--- src/rtl/pfr_pkg.sv ---
package pfr_pkg;
  localparam int NCLS  = 5;          // protective fault classes
  localparam int NSTAT = NCLS + 1;   // plus cycle-by-cycle limit
  localparam int DW    = 8;

  // class index: 0 ov, 1 uv, 2 flyback (full scope), 3 oc2, 4 acp (main only)
  localparam int NFULL = 3;

  localparam logic [2:0] A_CTRL  = 3'd0;
  localparam logic [2:0] A_RSP0  = 3'd1;
  localparam logic [2:0] A_RSP1  = 3'd2;
  localparam logic [2:0] A_STAT  = 3'd3;
  localparam logic [2:0] A_PHASE = 3'd4;

  typedef enum logic [2:0] {
    ST_RUN, ST_HIC_FULL, ST_LAT_FULL, ST_HIC_MAIN, ST_LAT_MAIN, ST_DROP
  } seq_st_e;

  typedef enum logic [1:0] {ACT_NONE, ACT_HIC, ACT_LAT} act_e;

  function automatic act_e resolve(input logic indiv, input logic [1:0] fld,
                                   input logic mode_lat);
    if (!indiv || fld == 2'b00) return mode_lat ? ACT_LAT : ACT_HIC;
    case (fld)
      2'b01:   return ACT_HIC;
      2'b10:   return ACT_LAT;
      default: return ACT_NONE;
    endcase
  endfunction
endpackage

--- src/rtl/pfr_regs.sv ---
module pfr_regs
  import pfr_pkg::*;
#(
  parameter int NUM_PHASES = 4   // 1..8
) (
  input  logic                  clk_i,
  input  logic                  rst_ni,
  input  logic                  we_i,
  input  logic [2:0]            addr_i,
  input  logic [DW-1:0]         wdata_i,
  input  logic [NCLS-1:0]       flt_i,
  input  logic [NUM_PHASES-1:0] oc1_i,
  output logic [DW-1:0]         rdata_o,
  output logic                  indiv_o,
  output logic [NCLS-1:0][1:0]  fld_o,
  output logic                  alert_no_o
);
  logic                  indiv_q;
  logic [NCLS-1:0][1:0]  rsp_q;
  logic [NSTAT-1:0]      stat_q, stat_clr, stat_set;
  logic [NUM_PHASES-1:0] ph_q, ph_clr;
  logic wr_ctrl, wr_rsp0, wr_rsp1, wr_stat, wr_ph;

  assign wr_ctrl = we_i && addr_i == A_CTRL;
  assign wr_rsp0 = we_i && addr_i == A_RSP0;
  assign wr_rsp1 = we_i && addr_i == A_RSP1;
  assign wr_stat = we_i && addr_i == A_STAT;
  assign wr_ph   = we_i && addr_i == A_PHASE;

  assign stat_clr = wr_stat ? wdata_i[NSTAT-1:0] : '0;
  assign ph_clr   = wr_ph ? wdata_i[NUM_PHASES-1:0] : '0;
  assign stat_set = {|oc1_i, flt_i};

  always_ff @(posedge clk_i or negedge rst_ni) begin
    if (!rst_ni) begin
      indiv_q <= 1'b0;
      rsp_q   <= '0;
      stat_q  <= '0;
      ph_q    <= '0;
    end else begin
      if (wr_ctrl) indiv_q <= wdata_i[0];
      if (wr_rsp0) rsp_q[3:0] <= wdata_i;
      if (wr_rsp1) rsp_q[4] <= wdata_i[1:0];
      // set wins over clear
      stat_q <= (stat_q & ~stat_clr) | stat_set;
      ph_q   <= (ph_q & ~ph_clr) | oc1_i;
    end
  end

  always_comb begin
    case (addr_i)
      A_CTRL:  rdata_o = {7'd0, indiv_q};
      A_RSP0:  rdata_o = rsp_q[3:0];
      A_RSP1:  rdata_o = {6'd0, rsp_q[4]};
      A_STAT:  rdata_o = DW'(stat_q);
      A_PHASE: rdata_o = DW'(ph_q);
      default: rdata_o = '0;
    endcase
  end

  assign indiv_o    = indiv_q;
  assign fld_o      = rsp_q;
  assign alert_no_o = ~|stat_q;

  p_fault_alert_r1: assert property (@(posedge clk_i) disable iff (!rst_ni)
    (|stat_set) |=> !alert_no_o);
  p_w1c_clear_r2: assert property (@(posedge clk_i) disable iff (!rst_ni)
    (wr_stat && wdata_i[0] && !flt_i[0]) |=> !stat_q[0]);
  p_sticky_r2: assert property (@(posedge clk_i) disable iff (!rst_ni)
    (stat_q[3] && !(wr_stat && wdata_i[3])) |=> stat_q[3]);
endmodule

--- src/rtl/pfr_toggle.sv ---
module pfr_toggle (
  input  logic clk_i,
  input  logic rst_ni,
  input  logic lvl_i,
  input  logic clr_i,
  output logic tog_o
);
  logic [2:0] sh_q;
  logic       armed_q, fall, rise;

  assign fall = sh_q[2] & ~sh_q[1];
  assign rise = ~sh_q[2] & sh_q[1];

  always_ff @(posedge clk_i or negedge rst_ni) begin
    if (!rst_ni) begin
      sh_q    <= 3'b111;
      armed_q <= 1'b0;
    end else begin
      sh_q <= {sh_q[1:0], lvl_i};
      if (clr_i)     armed_q <= 1'b0;
      else if (fall) armed_q <= 1'b1;
      else if (rise) armed_q <= 1'b0;
    end
  end

  assign tog_o = armed_q & rise & ~clr_i;
endmodule

--- src/rtl/pfr_seq.sv ---
module pfr_seq
  import pfr_pkg::*;
#(
  parameter int HIC_CYC = 25_000_000
) (
  input  logic            clk_i,
  input  logic            rst_ni,
  input  logic [NCLS-1:0] hic_req_i,
  input  logic [NCLS-1:0] lat_req_i,
  input  logic            tog_en_i,
  input  logic            tog_pwm_i,
  output logic            clr_en_o,
  output logic            clr_pwm_o,
  output logic            main_en_o,
  output logic            fly_en_o,
  output logic            ldo_en_o,
  output logic            mcu_ldo_en_o,
  output logic            init_start_o,
  output logic            ss_start_o
);
  localparam int CW = $clog2(HIC_CYC) + 1;
  localparam logic [CW-1:0] LAST = CW'(HIC_CYC - 1);

  seq_st_e st_q, st_d;
  logic [CW-1:0] cnt_q;
  logic full_lat, full_hic, main_lat, main_hic, full_any, main_any, cnt_last;
  logic init_d, ss_d, init_q, ss_q, in_hic;

  assign full_lat = |lat_req_i[NFULL-1:0];
  assign full_hic = |hic_req_i[NFULL-1:0];
  assign main_lat = |lat_req_i[NCLS-1:NFULL];
  assign main_hic = |hic_req_i[NCLS-1:NFULL];
  assign full_any = full_lat | full_hic;
  assign main_any = main_lat | main_hic;
  assign cnt_last = cnt_q == LAST;
  assign in_hic   = st_q == ST_HIC_FULL || st_q == ST_HIC_MAIN;

  always_comb begin
    st_d   = st_q;
    init_d = 1'b0;
    ss_d   = 1'b0;
    case (st_q)
      ST_RUN: begin
        if (full_lat)      st_d = ST_LAT_FULL;
        else if (full_hic) st_d = ST_HIC_FULL;
        else if (main_lat) st_d = ST_LAT_MAIN;
        else if (main_hic) st_d = ST_HIC_MAIN;
      end
      ST_HIC_MAIN, ST_LAT_MAIN: begin
        if (full_lat)      st_d = ST_LAT_FULL;
        else if (full_hic) st_d = ST_HIC_FULL;
        else if (st_q == ST_HIC_MAIN) begin
          if (cnt_last) begin st_d = ST_RUN; ss_d = 1'b1; end
        end else if (tog_en_i) st_d = ST_DROP;
        else if (tog_pwm_i) begin st_d = ST_RUN; ss_d = 1'b1; end
      end
      ST_HIC_FULL: if (cnt_last) begin st_d = ST_RUN; init_d = 1'b1; end
      ST_LAT_FULL: if (tog_en_i) begin st_d = ST_RUN; init_d = 1'b1; end
      ST_DROP:     begin st_d = ST_RUN; init_d = 1'b1; end
      default:     st_d = ST_RUN;
    endcase
  end

  always_ff @(posedge clk_i or negedge rst_ni) begin
    if (!rst_ni) begin
      st_q   <= ST_RUN;
      cnt_q  <= '0;
      init_q <= 1'b0;
      ss_q   <= 1'b0;
    end else begin
      st_q   <= st_d;
      cnt_q  <= (st_d != st_q || !in_hic) ? '0 : cnt_q + 1'b1;
      init_q <= init_d;
      ss_q   <= ss_d;
    end
  end

  assign main_en_o    = st_q == ST_RUN;
  assign fly_en_o     = st_q == ST_RUN || st_q == ST_HIC_MAIN || st_q == ST_LAT_MAIN;
  assign ldo_en_o     = fly_en_o;
  assign mcu_ldo_en_o = fly_en_o;
  assign init_start_o = init_q;
  assign ss_start_o   = ss_q;
  assign clr_en_o     = !(st_q == ST_LAT_FULL || st_q == ST_LAT_MAIN);
  assign clr_pwm_o    = st_q != ST_LAT_MAIN;

  p_full_drop_r4: assert property (@(posedge clk_i) disable iff (!rst_ni)
    ((st_q == ST_RUN || st_q == ST_HIC_MAIN || st_q == ST_LAT_MAIN) && full_any)
    |=> (!main_en_o && !fly_en_o && !ldo_en_o && !mcu_ldo_en_o));
  p_main_only_r5: assert property (@(posedge clk_i) disable iff (!rst_ni)
    (st_q == ST_RUN && !full_any && main_any)
    |=> (!main_en_o && fly_en_o && ldo_en_o && mcu_ldo_en_o));
  p_hic_hold_r6: assert property (@(posedge clk_i) disable iff (!rst_ni)
    (st_q == ST_HIC_FULL && !cnt_last) |=> !mcu_ldo_en_o);
  p_latch_hold_r7: assert property (@(posedge clk_i) disable iff (!rst_ni)
    (st_q == ST_LAT_FULL && !tog_en_i) |=> (!mcu_ldo_en_o && !init_start_o));
  p_drop_first_r8: assert property (@(posedge clk_i) disable iff (!rst_ni)
    (st_q == ST_LAT_MAIN && tog_en_i) |=> !fly_en_o);
  p_one_restart_r6: assert property (@(posedge clk_i) disable iff (!rst_ni)
    !(init_start_o && ss_start_o));
endmodule

--- src/rtl/pwr_fault_resp.sv ---
module pwr_fault_resp
  import pfr_pkg::*;
#(
  parameter int NUM_PHASES = 4,
  parameter int CLK_KHZ    = 50_000,
  parameter int HICCUP_MS  = 500
) (
  input  logic                  clk_i,
  input  logic                  rst_ni,
  input  logic                  resp_mode_i,
  input  logic                  en_i,
  input  logic                  en_pwm_i,
  input  logic                  rail_ov_i,
  input  logic                  rail_uv_i,
  input  logic                  fly_oc_i,
  input  logic                  oc2_i,
  input  logic                  acp_i,
  input  logic [NUM_PHASES-1:0] oc1_phase_i,
  input  logic                  reg_we_i,
  input  logic [2:0]            reg_addr_i,
  input  logic [7:0]            reg_wdata_i,
  output logic [7:0]            reg_rdata_o,
  output logic                  alert_no,
  output logic                  main_en_o,
  output logic                  fly_en_o,
  output logic                  ldo_en_o,
  output logic                  mcu_ldo_en_o,
  output logic                  init_start_o,
  output logic                  ss_start_o
);
  localparam int HIC_CYC = CLK_KHZ * HICCUP_MS;

  logic [NCLS-1:0]      flt, hic_req, lat_req;
  logic [NCLS-1:0][1:0] fld;
  logic indiv, tog_en, tog_pwm, clr_en, clr_pwm;

  assign flt = {acp_i, oc2_i, fly_oc_i, rail_uv_i, rail_ov_i};

  pfr_regs #(.NUM_PHASES(NUM_PHASES)) u_regs (
    .clk_i, .rst_ni,
    .we_i(reg_we_i), .addr_i(reg_addr_i), .wdata_i(reg_wdata_i),
    .flt_i(flt), .oc1_i(oc1_phase_i),
    .rdata_o(reg_rdata_o), .indiv_o(indiv), .fld_o(fld), .alert_no_o(alert_no)
  );

  for (genvar c = 0; c < NCLS; c++) begin : g_cls
    act_e act;
    assign act        = resolve(indiv, fld[c], resp_mode_i);
    assign hic_req[c] = flt[c] && act == ACT_HIC;
    assign lat_req[c] = flt[c] && act == ACT_LAT;
  end

  pfr_toggle u_tog_en  (.clk_i, .rst_ni, .lvl_i(en_i),     .clr_i(clr_en),  .tog_o(tog_en));
  pfr_toggle u_tog_pwm (.clk_i, .rst_ni, .lvl_i(en_pwm_i), .clr_i(clr_pwm), .tog_o(tog_pwm));

  pfr_seq #(.HIC_CYC(HIC_CYC)) u_seq (
    .clk_i, .rst_ni,
    .hic_req_i(hic_req), .lat_req_i(lat_req),
    .tog_en_i(tog_en), .tog_pwm_i(tog_pwm),
    .clr_en_o(clr_en), .clr_pwm_o(clr_pwm),
    .main_en_o, .fly_en_o, .ldo_en_o, .mcu_ldo_en_o,
    .init_start_o, .ss_start_o
  );
endmodule

--- config.mk ---
export PLATFORM = sky130hd
export DESIGN_NAME = pwr_fault_resp
export DESIGN_NICKNAME = d
export VERILOG_FILES = /design/src/rtl/pfr_pkg.sv /design/src/rtl/pfr_regs.sv /design/src/rtl/pfr_toggle.sv /design/src/rtl/pfr_seq.sv /design/src/rtl/pwr_fault_resp.sv
export SDC_FILE = /design/constraint.sdc
export NUM_CORES = 1
export LEC_CHECK = 0
export ABC_CLOCK_PERIOD_IN_PS = 2029
export BUFFER_PORTS_ARGS = -buffer_cell sky130_fd_sc_hd__buf_2
export CELL_PAD_IN_SITES_DETAIL_PLACEMENT = 1
export CELL_PAD_IN_SITES_GLOBAL_PLACEMENT = 1
export CORE_UTILIZATION = 30
export CTS_CLUSTER_DIAMETER = 50
export DETAILED_ROUTE_END_ITERATION = 8
export PLACE_DENSITY_LB_ADDON = 0.1
export SYNTH_ARGS = -nofsm -noshare
export SYNTH_HDL_FRONTEND = slang
export SYNTH_SLANG_ARGS = --single-unit
--- constraint.sdc ---
create_clock -name clk_i -period 2.03 [get_ports clk_i]
set_input_delay 0.406 -clock clk_i [delete_from_list [all_inputs] [get_ports clk_i]]
set_output_delay 0.406 -clock clk_i [all_outputs]
set_load 0.005 [all_outputs]
Word-level counts from Yosys, hierarchy flattened:

Index checks and enable logic that the tools add are counted.

* register bits after elaboration: 60
* bits of input ports: 26
* output and inout bits: 15
* word-level logic and storage cells: 164

* add/subtract/negate cells: 1
* equal/unequal tests: 33
* multiplexer cells: 52
* bitwise logic cells: 19
* reductions and logical operators: 43

Operators with widths (number)
* case mux 8 bit (5 select lines): 1
* 2-to-1 mux 3 bit: 11
* adder 26 x 1 -> 26 bit, second input constant: 1
* equality test 26 x 25 -> 1 bit, second input constant: 1
* 2-to-1 mux 26 bit: 1
* 2-to-1 mux 2 bit: 11
* equality test 2 x 1 -> 1 bit, second input constant: 10
* equality test 2 bit, second input constant: 10
* case mux 2 bit (2 select lines): 5
* 2-to-1 mux 1 bit: 19
* logical AND 1 bit: 15
* equality test 3 x 2 -> 1 bit, second input constant: 4
* case mux 3 bit (4 select lines): 1
* logical NOT 2 bit: 5
* logical OR 1 bit: 10
* equality test 3 bit, second input constant: 3
* AND 1 bit: 8
* AND 6 bit: 1
* equality test 3 x 1 -> 1 bit, second input constant: 2
* logical NOT 3 bit: 2
* 2-to-1 mux 6 bit: 1
* inequality test 3 bit, second input constant: 2
* NOT 6 bit: 1
* OR 6 bit: 1
* other kinds (13): 22

Longest topological paths before layout:

* depth in word-level cells: 15
* depth in mapped cells: 9
* gate-level depth less buffers: 8

By module:

A second synthesis with hierarchy kept.

* cell total of the unflattened synthesis: 333
* area total of the unflattened synthesis: 3458.3 um^2

By module, submodules not included
* pfr_seq: times used 1, cells each 197, area an instance 1930.6 um^2, sequential area each 775.7 um^2
* pfr_regs: times used 1, cells each 91, area an instance 1052.3 um^2, sequential area each 525.5 um^2
* pfr_toggle: times used 2, cells each 9, area an instance 136.4 um^2, sequential area each 103.8 um^2
* pwr_fault_resp: times used 1, cells each 27, area an instance 202.7 um^2, sequential area each 0.0 um^2

Worst setup path after synthesis:

No wires, ideal clock.

* kind: register to register
* start point: register u_tog_en.sh_q[2]
* end point: register u_seq.cnt_q[13]
* setup time: 0.070 ns
* arrival: 1.967 ns
* data required time: 1.960 ns
* path slack: -0.007 ns
* stages on the path, launching flop included: 10
* buffers on the path: 1
* period minus slack after synthesis: 2.037 ns
* cells stage by stage: dfstp_2 -> inv_1 -> ha_1 -> nand2_1 -> or4b_1 -> o211a_1 -> a41oi_2 -> o211ai_4 -> buf_6 -> nor2_2

* longest elaborated chain between the ends: 12
* elaborated cells on any way between the ends: 13
* those cells by class: 1 x eq/ne; 7 x mux; 4 x bitwise; 1 x reduce/logical

RTL lines
* start: declaration: RTL line pfr_toggle.sv:8 `logic [2:0] sh_q;`
* start signal: assignment: RTL line pfr_toggle.sv:19 `sh_q <= {sh_q[1:0], lvl_i};`
* NOT 1 bit (*): RTL line pfr_toggle.sv:12 `assign rise = ~sh_q[2] & sh_q[1];`
* AND 1 bit (*): RTL line pfr_toggle.sv:12
* AND 1 bit (*) (2 in a row): RTL line pfr_toggle.sv:26 `assign tog_o = armed_q & rise & ~clr_i;`
* 2-to-1 mux 3 bit: RTL line pfr_seq.sv:54 `end else if (tog_en_i) st_d = ST_DROP;`
* 2-to-1 mux 3 bit: RTL line pfr_seq.sv:52 `else if (st_q == ST_HIC_MAIN) begin`
* 2-to-1 mux 3 bit: RTL line pfr_seq.sv:51 `else if (full_hic) st_d = ST_HIC_FULL;`
* 2-to-1 mux 3 bit: RTL line pfr_seq.sv:50 `if (full_lat) st_d = ST_LAT_FULL;`
* case mux 3 bit (4 select lines) (*): RTL line pfr_seq.sv:42 `case (st_q)`
* inequality test 3 bit (*): RTL line pfr_seq.sv:72 `cnt_q <= (st_d != st_q || !in_hic) ? '0 : cnt_q + 1'b1;`
* logical OR 1 bit (*): RTL line pfr_seq.sv:72
* 2-to-1 mux 26 bit (*): RTL line pfr_seq.sv:72
* end signal: assignment: RTL line pfr_seq.sv:72
* end: declaration: RTL line pfr_seq.sv:25 `logic [CW-1:0] cnt_q;`

Every way passes the cells marked *; elsewhere a longest branch is shown, timed or not.
A chain may end at the register's enable or synchronous reset.

Final worst setup path:

* start point: register u_regs.indiv_q (netlist: u_regs.indiv_o)
* end point: register u_seq.cnt_q[6]

* longest elaborated chain between the ends: 15
* elaborated cells on any way between the ends: 50
* those cells by class: 11 x eq/ne; 18 x mux; 21 x reduce/logical

RTL lines
* start: declaration: RTL line pfr_regs.sv:18 `logic indiv_q;`
* start signal: assignment: RTL line pfr_regs.sv:41 `if (wr_ctrl) indiv_q <= wdata_i[0];`
* logical NOT 1 bit (*): RTL line pfr_pkg.sv:23 `if (!indiv || fld == 2'b00) return mode_lat ? ACT_LAT : ACT_HIC;`
* logical OR 1 bit: RTL line pfr_pkg.sv:23
* 2-to-1 mux 1 bit: RTL line pfr_pkg.sv:23
* 2-to-1 mux 2 bit: RTL line pfr_pkg.sv:24 `case (fld)`
* equality test 2 x 1 -> 1 bit: RTL line pwr_fault_resp.sv:49 `assign hic_req[c] = flt[c] && act == ACT_HIC;`
* logical AND 1 bit: RTL line pwr_fault_resp.sv:49
* OR reduction 2 bit: RTL line pfr_seq.sv:32 `assign main_hic = |hic_req_i[NCLS-1:NFULL];`
* 2-to-1 mux 3 bit: RTL line pfr_seq.sv:47 `else if (main_hic) st_d = ST_HIC_MAIN;`
* 2-to-1 mux 3 bit: RTL line pfr_seq.sv:46 `else if (main_lat) st_d = ST_LAT_MAIN;`
* 2-to-1 mux 3 bit: RTL line pfr_seq.sv:45 `else if (full_hic) st_d = ST_HIC_FULL;`
* 2-to-1 mux 3 bit: RTL line pfr_seq.sv:44 `if (full_lat) st_d = ST_LAT_FULL;`
* case mux 3 bit (4 select lines) (*): RTL line pfr_seq.sv:42
* inequality test 3 bit (*): RTL line pfr_seq.sv:72
* logical OR 1 bit (*): RTL line pfr_seq.sv:72
* 2-to-1 mux 26 bit (*): RTL line pfr_seq.sv:72

Marks and branches as above.

==> metrics.csv <==
metric,value,unit
status,"complete, but fails checks",
failed_checks,setup timing,
nets,421,
place_congestion,0.744,
grt.total_usage,0.167,
dieArea,11200,um2
max-slew-margin-rel,0.638,
cts_setup_buffers,0,
syn_nets,348,
pin_count,41,
rsz0062_at_grt,true,
layout_setup_ws,-0.111,ns
initial_core_util,0.311,
drc_errors,0,
firstDrtPassIters,4,
slew_viol_final,0,
port_buffers,40,
cts_tree,done,
ant_nets,0,
row_count,37,
seq_area_frac_synth,0.468,
overflow,0,
endpoint_kind,flop,
finalClockSkew,0.00759,ns
tightest_slew,0.543,ns
vias,2506,
rr_startpoint,u_regs.indiv_o,
yosys-top-cells-area,"dfrtp_1 (42%), dfstp_2 (4.9%), nand2_1 (4.9%)",
clock-root-buffer,clkbuf_8,
synth_common_cells,"dfrtp_1 (54), nand2_1 (42), nor2_1 (25)",
antenna_found_initial,0,
dr.first_iter.drc_count,50,
areaGrowthSynthToFinish,26.7,%
ys_ff_latch,60,
clock_sinks,60,
ir_worst_vdd,410,uV
design_area,4080,um2
syn_inst,317,
grt_max_degree,24,
syn_avg_cell_area,10.2,um2
p_leak,1.82,nW
yosysMostFrequentCell,dfrtp_1,
pwr_density_cell,899,nW/um2
crit_type,reg2reg,
wl_per_cell,15.5,um
synth_edf_count,0,
whs,0.0462,ns
htree_levels,3,
hold_path_class,in2async,
yosys.area.top_type,dfrtp_1,
fin_crit,2.14,ns
rrSetupSlack,-0.11,ns
clk_latency,0.34,ns
critPathLaunch,u_regs.indiv_o,
die_x,106,um
die_h,106,um
vias_per_cell,4.72,
synth_flop_cell,dfrtp_1,
synth_warnings,0,
required,2.25,ns
synthDistinctLibCells,58,
arrival,2.36,ns
clockBufferDepth,2,
antennaDiodeCount,0,
netlist_area,3220,um2
grt_pass1_vias,2792,
clock.fmax,0.467,GHz
place_area,3810,um2
setup_viol,26,
dpl.hpwl,6040,um
startpoint_type,flop,
async_flop_share,1.00,
core,10400,um2
fillerInstances,1203,
grt_pass1_wl,14400,um
cts_made_buffers,9,
finalHoldViolations,0,
cts.clk_slew.worst_paths,0.07,ns
min_period_over_period,1.05,
synth_top_area_frac,0.419,
cap_viol_max_count,0,
path_max_fanout,21,
wl,8240,um
drive_gt1_frac,0.359,
==> placed cells by master, fill, tap and decap left out, types with 2 or more instances in the layout <==
master      n
a21boi_0    5
a21o_1     11
a21oi_1     3
a221oi_1    3
a31oi_1     2
and3_1      5
and3_2      2
buf_12      4
buf_2      40
buf_4      28
bufinv_16   2
clkbuf_1    4
clkbuf_8   10
dfrtp_1    54
dfstp_2     6
ha_1        4
inv_1      11
mux2_2     12
mux2i_1     8
nand2_1    41
nand2_2     2
nand2b_1    2
nand3_1    12
nand4_1     3
nor2_1     25
nor2_2     20
nor3_1      7
nor3b_1     3
nor4b_1     2
o21ai_0     6
xnor2_1     8
xor2_1     17
==> stage by stage <==
stage	cells	setup TNS, ns	setup WS [ns]	util	power, W
after floorplan	317	0	0.000340	-	0.00202
after global placement	514	-2.90	-0.127	0.367	0.00241
after detailed placement	514	-2.94	-0.132	0.367	0.00243
after CTS	531	-2.69	-0.125	0.392	0.00375
after global routing	531	-6.44	-0.267	0.394	0.00389
final	531	-2.45	-0.111	0.394	0.00367
==> logic make-up after synthesis <==
logic type	share of synthesized area
AND/OR/NAND/NOR	0.227
flip-flops	0.468
AO/OA/AOI/OAI	0.112
XOR/XNOR	0.0679
buffers and inverters	0.0392
multiplexers	0.0668
adder cells (fa/ha/maj)	0.0194
==> routing by layer <==
metal  track usage  up-vias  wire (um)
met1         0.212     1244       3900
met2         0.276       24       4050
met4        0.0446        0         63
met5             0        -          0
li1              -     1233          -
met3        0.0476        5        236
==> sequential cells by signal, indices dropped and copies added, names as in the netlist <==
name,count
u_seq.cnt_q,26
u_tog_pwm.sh_q,3
u_seq.init_start_o,1
u_regs.indiv_o,1
u_regs.ph_q,4
u_tog_pwm.armed_q,1
u_seq.st_q,3
u_tog_en.sh_q,3
u_regs.stat_q,6
u_regs.fld_o,10
u_tog_en.armed_q,1
u_seq.ss_start_o,1
==> worst max-delay path, cell delays in order (launching register included) <==
cell and delay (ns):
dfrtp_1 0.40, buf_12 0.16, a21o_1 0.19, a222oi_1 0.31, buf_4 0.17, o211a_1 0.15, a41oi_2 0.05, o211ai_4 0.32
buf_12 0.20, nor2_1 0.06
==> repair_timing <==
action,in CTS,in global routing
gates resized for setup,6,3
hold buffers,0,0
pin swaps,1,0
gates cloned,1,0
setup endpoints to repair,27,28
==> report_power, final <==
part           internal, W  leakage, nW  switching, W  total (W)
combinational     0.000524        0.974      0.000552    0.00108
sequential         0.00130        0.740     0.0000972    0.00139
clock             0.000728        0.105      0.000472    0.00120
total              0.00255         1.82       0.00112    0.00367
==> cell type report <==
class / count / area [um2] / area share
multi-input cells: 234 / 1630 / 0.399
flip-flops and latches: 60 / 1510 / 0.370
repair buffers: 73 / 518 / 0.127
clock inverters: 2 / 60.1 / 0.0147
inverters: 12 / 45.0 / 0.0110
well taps: 136 / 170 / 0.0417
clock buffers: 14 / 153 / 0.0374
==> worst paths after layout <==
path	endpoint	cells past startpoint
max in group asynchronous	u_regs.stat_q[3]	2
min in group clk_i	u_tog_pwm.sh_q[0]	1
worst max-delay path	u_seq.cnt_q[6]	9
worst min register to register	u_tog_en.sh_q[1]	0
worst max register to register	u_seq.cnt_q[6]	9
worst min-delay path	u_regs.fld_o[9]	1
Power figures use the tool's default switching activity.
